==> src/rtl/pcc_pkg.sv <==
package pcc_pkg;

   // command word field positions (fixed layout shared with the downstream master)
   localparam int CMD_W   = 32;
   localparam int OP_W    = 5;
   localparam int SID_W   = 4;
   localparam int RA_W    = 16;
   localparam int BC_W    = 3;
   localparam int OP_LSB  = 27;
   localparam int SID_LSB = 20;
   localparam int RA_LSB  = 4;
   localparam int BC_LSB  = 0;

   // status bits
   localparam int ST_W    = 4;
   localparam int ST_DONE = 0;
   localparam int ST_FAIL = 1;
   localparam int ST_DENY = 2;
   localparam int ST_DROP = 3;

   // downstream result codes
   localparam logic [1:0] RC_OK   = 2'b00;
   localparam logic [1:0] RC_FAIL = 2'b01;
   localparam logic [1:0] RC_DENY = 2'b10;
   localparam logic [1:0] RC_BAD  = 2'b11;

   // host register indices
   localparam int REG_CMD  = 0;
   localparam int REG_STAT = 1;
   localparam int REG_WD0  = 2;

   // internal opcodes
   localparam logic [OP_W-1:0] OP_XWR_LONG = 5'd0;
   localparam logic [OP_W-1:0] OP_XRD_LONG = 5'd1;
   localparam logic [OP_W-1:0] OP_XWR      = 5'd2;
   localparam logic [OP_W-1:0] OP_RST      = 5'd3;
   localparam logic [OP_W-1:0] OP_SLP      = 5'd4;
   localparam logic [OP_W-1:0] OP_SHDN     = 5'd5;
   localparam logic [OP_W-1:0] OP_WAKE     = 5'd6;
   localparam logic [OP_W-1:0] OP_AUTH     = 5'd7;
   localparam logic [OP_W-1:0] OP_MRD      = 5'd8;
   localparam logic [OP_W-1:0] OP_MWR      = 5'd9;
   localparam logic [OP_W-1:0] OP_XRD      = 5'd13;
   localparam logic [OP_W-1:0] OP_WR       = 5'd14;
   localparam logic [OP_W-1:0] OP_RD       = 5'd15;
   localparam logic [OP_W-1:0] OP_ZWR      = 5'd16;

   typedef enum logic [1:0] {CL_OTHER, CL_READ, CL_WRITE, CL_CTRL} op_class_e;
   typedef enum logic [1:0] {SQ_IDLE, SQ_REQ, SQ_WAIT} seq_state_e;

   function automatic op_class_e op_class(input logic [OP_W-1:0] op);
      case (op)
         OP_XRD_LONG, OP_MRD, OP_XRD, OP_RD:       return CL_READ;
         OP_XWR_LONG, OP_XWR, OP_MWR, OP_WR, OP_ZWR: return CL_WRITE;
         OP_RST, OP_SLP, OP_SHDN, OP_WAKE:         return CL_CTRL;
         default:                                  return CL_OTHER;
      endcase
   endfunction

endpackage

==> src/rtl/pcc_decode.sv <==
module pcc_decode
   import pcc_pkg::*;
(
   input  logic [CMD_W-1:0] cmd,
   output logic [OP_W-1:0]  op,
   output logic [SID_W-1:0] sid,
   output logic [RA_W-1:0]  raddr,
   output logic [BC_W-1:0]  bcnt,
   output op_class_e        cls
);
   logic unused_cmd_bits;

   assign op    = cmd[OP_LSB  +: OP_W];
   assign sid   = cmd[SID_LSB +: SID_W];
   assign raddr = cmd[RA_LSB  +: RA_W];
   assign bcnt  = cmd[BC_LSB  +: BC_W];
   assign cls   = op_class(op);

   assign unused_cmd_bits = ^{cmd[26:24], cmd[3]};
endmodule

==> src/rtl/pcc_bytemask.sv <==
module pcc_bytemask #(
   parameter int N_BYTES = 8,
   parameter int CNT_W   = 3
) (
   input  logic [CNT_W-1:0]     bcnt,
   output logic [N_BYTES*8-1:0] mask
);
   genvar b;
   generate
      for (b = 0; b < N_BYTES; b++) begin : g_lane
         assign mask[b*8 +: 8] = {8{(32'(bcnt) >= 32'(b))}};
      end
   endgenerate
endmodule

==> src/rtl/pcc_seq.sv <==
module pcc_seq
   import pcc_pkg::*;
(
   input  logic            clk,
   input  logic            rst_n,
   input  logic            start,
   input  logic            req_ready,
   input  logic            rsp_valid,
   input  logic [1:0]      rsp_code,
   output logic            req_valid,
   output logic            busy,
   output logic            accept,
   output logic            cpl_ok,
   output logic [ST_W-1:0] status
);
   seq_state_e state, state_n;
   logic       rsp_take, drop;
   logic [ST_W-1:0] status_n;

   assign busy      = (state != SQ_IDLE);
   assign req_valid = (state == SQ_REQ);
   assign accept    = start && !busy;
   assign drop      = start && busy;
   assign rsp_take  = (state == SQ_WAIT) && rsp_valid;
   assign cpl_ok    = rsp_take && (rsp_code == RC_OK);

   always_comb begin
      state_n = state;
      case (state)
         SQ_IDLE: if (accept)    state_n = SQ_REQ;
         SQ_REQ:  if (req_ready) state_n = SQ_WAIT;
         SQ_WAIT: if (rsp_valid) state_n = SQ_IDLE;
         default:                state_n = SQ_IDLE;
      endcase
   end

   always_comb begin
      status_n = status;
      if (accept) status_n = '0;
      if (rsp_take) begin
         status_n          = '0;
         status_n[ST_DONE] = 1'b1;
         status_n[ST_FAIL] = (rsp_code == RC_FAIL) || (rsp_code == RC_BAD);
         status_n[ST_DENY] = (rsp_code == RC_DENY);
      end
      if (drop) begin
         status_n[ST_DROP] = 1'b1;
         status_n[ST_DONE] = 1'b1;
      end
   end

   always_ff @(posedge clk or negedge rst_n) begin
      if (!rst_n) begin
         state  <= SQ_IDLE;
         status <= '0;
      end else begin
         state  <= state_n;
         status <= status_n;
      end
   end

   assert_start_clears_R2: assert property (@(posedge clk) disable iff (!rst_n)
      (start && state == SQ_IDLE) |=> (status == '0 && req_valid));
   assert_done_on_rsp_R5: assert property (@(posedge clk) disable iff (!rst_n)
      (state == SQ_WAIT && rsp_valid) |=> (status[ST_DONE] && state == SQ_IDLE));
   assert_drop_flag_R7: assert property (@(posedge clk) disable iff (!rst_n)
      (start && state != SQ_IDLE) |=> (status[ST_DROP] && status[ST_DONE]));
   assert_stray_rsp_R8: assert property (@(posedge clk) disable iff (!rst_n)
      (state == SQ_IDLE && rsp_valid && !start) |=> (state == SQ_IDLE && $stable(status)));
endmodule

==> src/rtl/pcc_channel.sv <==
module pcc_channel
   import pcc_pkg::*;
#(
   parameter int WORD_W  = 32,
   parameter int N_WORDS = 2
) (
   input  logic                          clk,
   input  logic                          rst_n,
   input  logic                          host_we,
   input  logic [$clog2(2+2*N_WORDS)-1:0] host_waddr,
   input  logic [WORD_W-1:0]             host_wdata,
   input  logic [$clog2(2+2*N_WORDS)-1:0] host_raddr,
   output logic [WORD_W-1:0]             host_rdata,
   output logic                          req_valid,
   input  logic                          req_ready,
   output logic [4:0]                    req_opcode,
   output logic [3:0]                    req_sid,
   output logic [15:0]                   req_addr,
   output logic [2:0]                    req_bcnt,
   output logic [WORD_W*N_WORDS-1:0]     req_wdata,
   input  logic                          rsp_valid,
   input  logic [1:0]                    rsp_code,
   input  logic [WORD_W*N_WORDS-1:0]     rsp_rdata
);
   localparam int DATA_W  = WORD_W * N_WORDS;
   localparam int N_BYTES = DATA_W / 8;
   localparam int REG_AW  = $clog2(2 + 2*N_WORDS);
   localparam int REG_RD0 = REG_WD0 + N_WORDS;

   generate
      if (WORD_W != CMD_W) begin : g_bad_word
         $error("pcc_channel: WORD_W must equal the 32-bit command width");
      end
      if (N_WORDS < 1 || N_BYTES > (1 << BC_W)) begin : g_bad_words
         $error("pcc_channel: N_WORDS must give 1..8 byte lanes");
      end
   endgenerate

   logic [CMD_W-1:0]  cmd_q;
   logic [DATA_W-1:0] wd_flat, rd_flat, lane_mask;
   logic [ST_W-1:0]   status;
   logic              busy, accept, cpl_ok, cmd_wr;
   logic [OP_W-1:0]   dec_op;
   logic [SID_W-1:0]  dec_sid;
   logic [RA_W-1:0]   dec_addr;
   logic [BC_W-1:0]   dec_bcnt;
   op_class_e         dec_cls;

   assign cmd_wr = host_we && (host_waddr == REG_AW'(REG_CMD));

   pcc_decode u_dec (
      .cmd(cmd_q), .op(dec_op), .sid(dec_sid), .raddr(dec_addr),
      .bcnt(dec_bcnt), .cls(dec_cls)
   );

   pcc_bytemask #(.N_BYTES(N_BYTES), .CNT_W(BC_W)) u_mask (
      .bcnt(dec_bcnt), .mask(lane_mask)
   );

   pcc_seq u_seq (
      .clk(clk), .rst_n(rst_n), .start(cmd_wr), .req_ready(req_ready),
      .rsp_valid(rsp_valid), .rsp_code(rsp_code), .req_valid(req_valid),
      .busy(busy), .accept(accept), .cpl_ok(cpl_ok), .status(status)
   );

   always_ff @(posedge clk or negedge rst_n) begin
      if (!rst_n)      cmd_q <= '0;
      else if (accept) cmd_q <= host_wdata;
   end

   genvar w;
   generate
      for (w = 0; w < N_WORDS; w++) begin : g_word
         localparam logic [REG_AW-1:0] WA = REG_AW'(REG_WD0 + w);
         logic [WORD_W-1:0] wq, rq;
         always_ff @(posedge clk or negedge rst_n) begin
            if (!rst_n)                                   wq <= '0;
            else if (host_we && host_waddr == WA && !busy) wq <= host_wdata;
         end
         always_ff @(posedge clk or negedge rst_n) begin
            if (!rst_n)                          rq <= '0;
            else if (cpl_ok && dec_cls == CL_READ) rq <= rsp_rdata[w*WORD_W +: WORD_W] & lane_mask[w*WORD_W +: WORD_W];
         end
         assign wd_flat[w*WORD_W +: WORD_W] = wq;
         assign rd_flat[w*WORD_W +: WORD_W] = rq;
      end
   endgenerate

   // downstream request fields
   assign req_opcode = dec_op;
   assign req_sid    = dec_sid;
   assign req_addr   = (dec_cls == CL_CTRL)  ? '0 : dec_addr;
   assign req_bcnt   = (dec_cls == CL_CTRL)  ? '0 : dec_bcnt;
   assign req_wdata  = (dec_cls == CL_WRITE) ? (wd_flat & lane_mask) : '0;

   always_comb begin
      host_rdata = '0;
      if (host_raddr == REG_AW'(REG_CMD))  host_rdata = cmd_q;
      if (host_raddr == REG_AW'(REG_STAT)) host_rdata = WORD_W'(status);
      for (int i = 0; i < N_WORDS; i++) begin
         if (host_raddr == REG_AW'(REG_WD0 + i)) host_rdata = wd_flat[i*WORD_W +: WORD_W];
         if (host_raddr == REG_AW'(REG_RD0 + i)) host_rdata = rd_flat[i*WORD_W +: WORD_W];
      end
   end

   assert_req_hold_R2: assert property (@(posedge clk) disable iff (!rst_n)
      (req_valid && !req_ready) |=> (req_valid &&
         $stable({req_opcode, req_sid, req_addr, req_bcnt, req_wdata})));
   assert_ctrl_bare_R3: assert property (@(posedge clk) disable iff (!rst_n)
      (req_valid && op_class(req_opcode) == CL_CTRL) |->
         (req_addr == '0 && req_bcnt == '0 && req_wdata == '0));
   assert_rdata_hold_R6: assert property (@(posedge clk) disable iff (!rst_n)
      !(cpl_ok && dec_cls == CL_READ) |=> $stable(rd_flat));
endmodule

==> config.mk <==
export PLATFORM = sky130hd
export DESIGN_NAME = pcc_channel
export DESIGN_NICKNAME = d
export VERILOG_FILES = /design/src/rtl/pcc_pkg.sv /design/src/rtl/pcc_decode.sv /design/src/rtl/pcc_bytemask.sv /design/src/rtl/pcc_seq.sv /design/src/rtl/pcc_channel.sv
export SDC_FILE = /design/constraint.sdc
export NUM_CORES = 1
export LEC_CHECK = 0
export BUFFER_PORTS_ARGS = -buffer_cell sky130_fd_sc_hd__buf_2
export CORE_MARGIN = 2
export CORE_UTILIZATION = 25
export CTS_CLUSTER_DIAMETER = 60
export DETAILED_ROUTE_END_ITERATION = 10
export GPL_TIMING_DRIVEN = 0
export PLACE_DENSITY = 0.47
export SLEW_MARGIN = 20
export SYNTH_ARGS = -nofsm -noshare
export SYNTH_HDL_FRONTEND = slang
export SYNTH_HIERARCHICAL = 1
export SYNTH_SLANG_ARGS = --single-unit
==> constraint.sdc <==
create_clock -name clk -period 2 [get_ports clk]
set_input_delay 0.4 -clock clk [delete_from_list [all_inputs] [get_ports clk]]
set_output_delay 0.4 -clock clk [all_outputs]
set_load 0.01 [all_outputs]
==> impl_metrics.yaml <==
outcome:
  status: "finished, violations left"
  violations: "negative setup slack"
global_route:
  met2_usage_pct: 31.29
  gr-max-usage-layer: "met2"
  grtUsageMet3_pct: 3.696
  antenna_found_initial: 2
  grt_usage_pct: 18.95
  grt_pass1_vias: 7944
  grt_max_degree: 74
  gr-total-overflow: 0
  use_met1_pct: 25.52
  grt_pass1_wl_mm: 52.16
critical_path:
  crit_path_end_kind: "primary output"
  path_max_fanout: 10
  slowest_stage: "dfrtp_2"
  critical_path_class: "flop to primary output"
  crit_chain: "or3_4 > a311oi_4 > nor2b_4 > buf_12 > clkbuf_16 > and3_1 > buf_2"
  max_stage_delay_ns: 0.44
  cp-start-kind: "flop"
  crit_arrival_ns: 2.39
  crit_required_ns: 1.60
die:
  die_area_mm2: 0.03791
  initial_core_util_pct: 25.50
  die_x_um: 194.7
  num_rows: 69
  die_h_um: 194.7
  io-pin-count: 234
  core_mm2: 0.03566
power_and_ir_drop:
  power_mw: 18.09
  irDropWorstVdd_mv: 0.6733
  seqPwrFrac_pct: 31.1
  intPower_mw: 11.59
  swShare_pct: 35.93
  clockPowerShare_pct: 19.1
  switchingPower_mw: 6.499
  power.density_mw_per_mm2: 1449
  pwr-share-comb_pct: 49.8
  p_leak_nw: 5.953
yosys:
  yosysWarnings: 6
  synth_area_per_cell_um2: 10.04
  async_flop_share_pct: 100.0
  synthTopCellsByCount: "dfrtp_1 (166), nand2_1 (163), mux2_2 (105)"
  seq_area_frac_synth_pct: 45.69
  ys_ff_latch: 166
  synthCells: 906
  synth.most_common_cell: "dfrtp_1"
  synth-edff-count: 0
  synth_area_mm2: 0.009092
  synth_top_area_share_pct: 45.69
  ys_types: 45
  yosys_most_used_dff: "dfrtp_1"
  synth_top_cell_by_area: "dfrtp_1"
  ys_top_cells_by_area: "dfrtp_1 (46%), mux2_2 (13%), buf_4 (7.3%)"
cts:
  root_buffer: "clkbuf_16"
  clkSinkCount: 166
  htreeDepth: 4
  insertion_delay_ns: 0.44
  numCtsBuffers: 17
  clk_pin_slew_ns: 0.07
  cts_buffer_depth: 2
  cts_tree: "done"
sta:
  period_minus_slack_ns: 2.788
  fin_ws_ns: -0.7882
  final-setup-viol-count: 239
  finalHoldViolCount: 0
  rsz0062_at_grt: "yes"
  setup_tns_ns: -93.49
  max_slew_margin_pct: 39.50
  min_period_over_period_pct: 139.4
  tightest_slew_ns: 0.9075
  drv_slew: 0
  skew_ns: 0.01188
  max_freq_ghz: 0.3587
route:
  wl_per_cell_um: 21.75
  drt-initial-drc-count: 266
  vias: 7753
  drc: 0
  dr.pass1.iters: 4
  wl_mm: 35.96
  ant_nets: 0
  viasPerCell: 4.690
final_layout:
  nets: 1287
  nFillCells: 3770
  area_growth_pct: 37.29
  utilization_pct: 35.01
  post_route_cells_drive_above_1_share_pct: 51.81
hold_path:
  hp-class: "input port to flop"
place:
  dp_hpwl_mm: 25.65
  gp_congestion: 0.7546
  port_buffers: 230
flow_run:
  drv_cap: 0
what timing repair did:
| item | in CTS | in global routing |
|---|---|---|
| buffers inserted | 12 | 3 |
| gates resized for setup | 109 | 87 |
| endpoints found under the hold margin | 28 | 0 |
| hold buffers | 1 | 0 |
| pin swaps | 12 | 29 |
| endpoints found under the setup margin | 239 | 239 |
critical path: cells and delay by family, from the launching register on:
kind	cells	cell delay (ns)
AOI/OAI and AO/OA	1	0.35
buffers and inverters	3	0.48
DFF	1	0.44
and+or+nand+nor	3	0.66
power groups by stage:
stage	clock network, mW	logic (mW)	registers, mW
finish	3.45	9.01	5.63
global route	3.69	9.66	5.81
CTS	3.56	8.34	5.59
detailed placement	0	7.12	5.66
global placement	0	7.00	5.65
floorplan	0	4.64	5.28
per-stage QoR:
stage               cells  setup WS (ns)  hold WS, ns  area [um2]
CTS                  1650        -0.8405       0.1342       12060
floorplan             913       -0.09178       0.1044        9130
detailed placement   1606         -1.079       0.2781       10920
global placement     1604         -2.448       0.4576       10860
finish               1653        -0.7882       0.1518       12480
global route         1652        -0.8493       0.1500       12480
placed cells by master, fill, tap and decap left out, types with 6 or more instances in the layout:
cell and count:
conb_1 8, and3_1 14, buf_12 6, a31oi_1 29, o21ai_0 61, nand2_1 162
dfrtp_1 162, a32oi_1 28, clkbuf_16 20, buf_6 56, nor2_1 40, buf_4 98
and2_1 12, buf_2 199, mux2_4 21, and3_4 50, mux2_2 105, o22ai_1 8
clkbuf_1 7, and2_4 7, clkbuf_8 6, o21ai_1 12
per-layer routing:
metal / part of all wire (%) / vias to the layer above
met4: 1.6 / 4
met3: 5.5 / 33
met5: 0.070 / -
met2: 48 / 224
li1: - / 3621
met1: 45 / 3871
registers in the layout (all words and copies together), names as in the netlist:
register / count
cmd_q: 32
g_word.rq: 64
g_word.wq: 64
u_seq/state: 2
u_seq/status: 4
cell families (layout without fill, tap and decap cells):
logic type             after synthesis  count (layout)  synth area share, %
multiplexers                       128             128                16.72
AO/OA/AOI/OAI                      150             150                10.20
AND/OR/NAND/NOR                    319             319                17.06
flip-flops                         166             166                45.69
other                                1               9              0.04124
buffers and inverters              142             420                10.29
area by class of cell:
class / count / area (um2) / area share, %
antenna: 1 / 2.502 / 0.02005
buffer: 140 / 1159 / 9.281
clock buffer: 19 / 452.9 / 3.628
clock inverter: 13 / 145.1 / 1.163
inverter: 1 / 3.754 / 0.03007
multi-input combinational: 605 / 4354 / 34.88
sequential: 166 / 4159 / 33.32
tap: 461 / 576.8 / 4.621
timing repair buffer: 247 / 1630 / 13.06
final timing paths:
check	start	to	slack (ns)	cells after the start
worst max-delay path	cmd_q[27]	req_wdata[31]	-0.79	7
worst min-delay path	req_ready	u_seq/state[0]	0.15	2
worst max register to register	cmd_q[27]	g_word[1].rq[15]	-0.41	8
worst min register to register	g_word[0].rq[1]	g_word[0].rq[1]	0.48	2
max in group asynchronous	rst_n	cmd_q[30]	0.90	3
min in group asynchronous	rst_n	cmd_q[23]	0.41	2
Note: power is estimated with default switching activity, not from simulation.
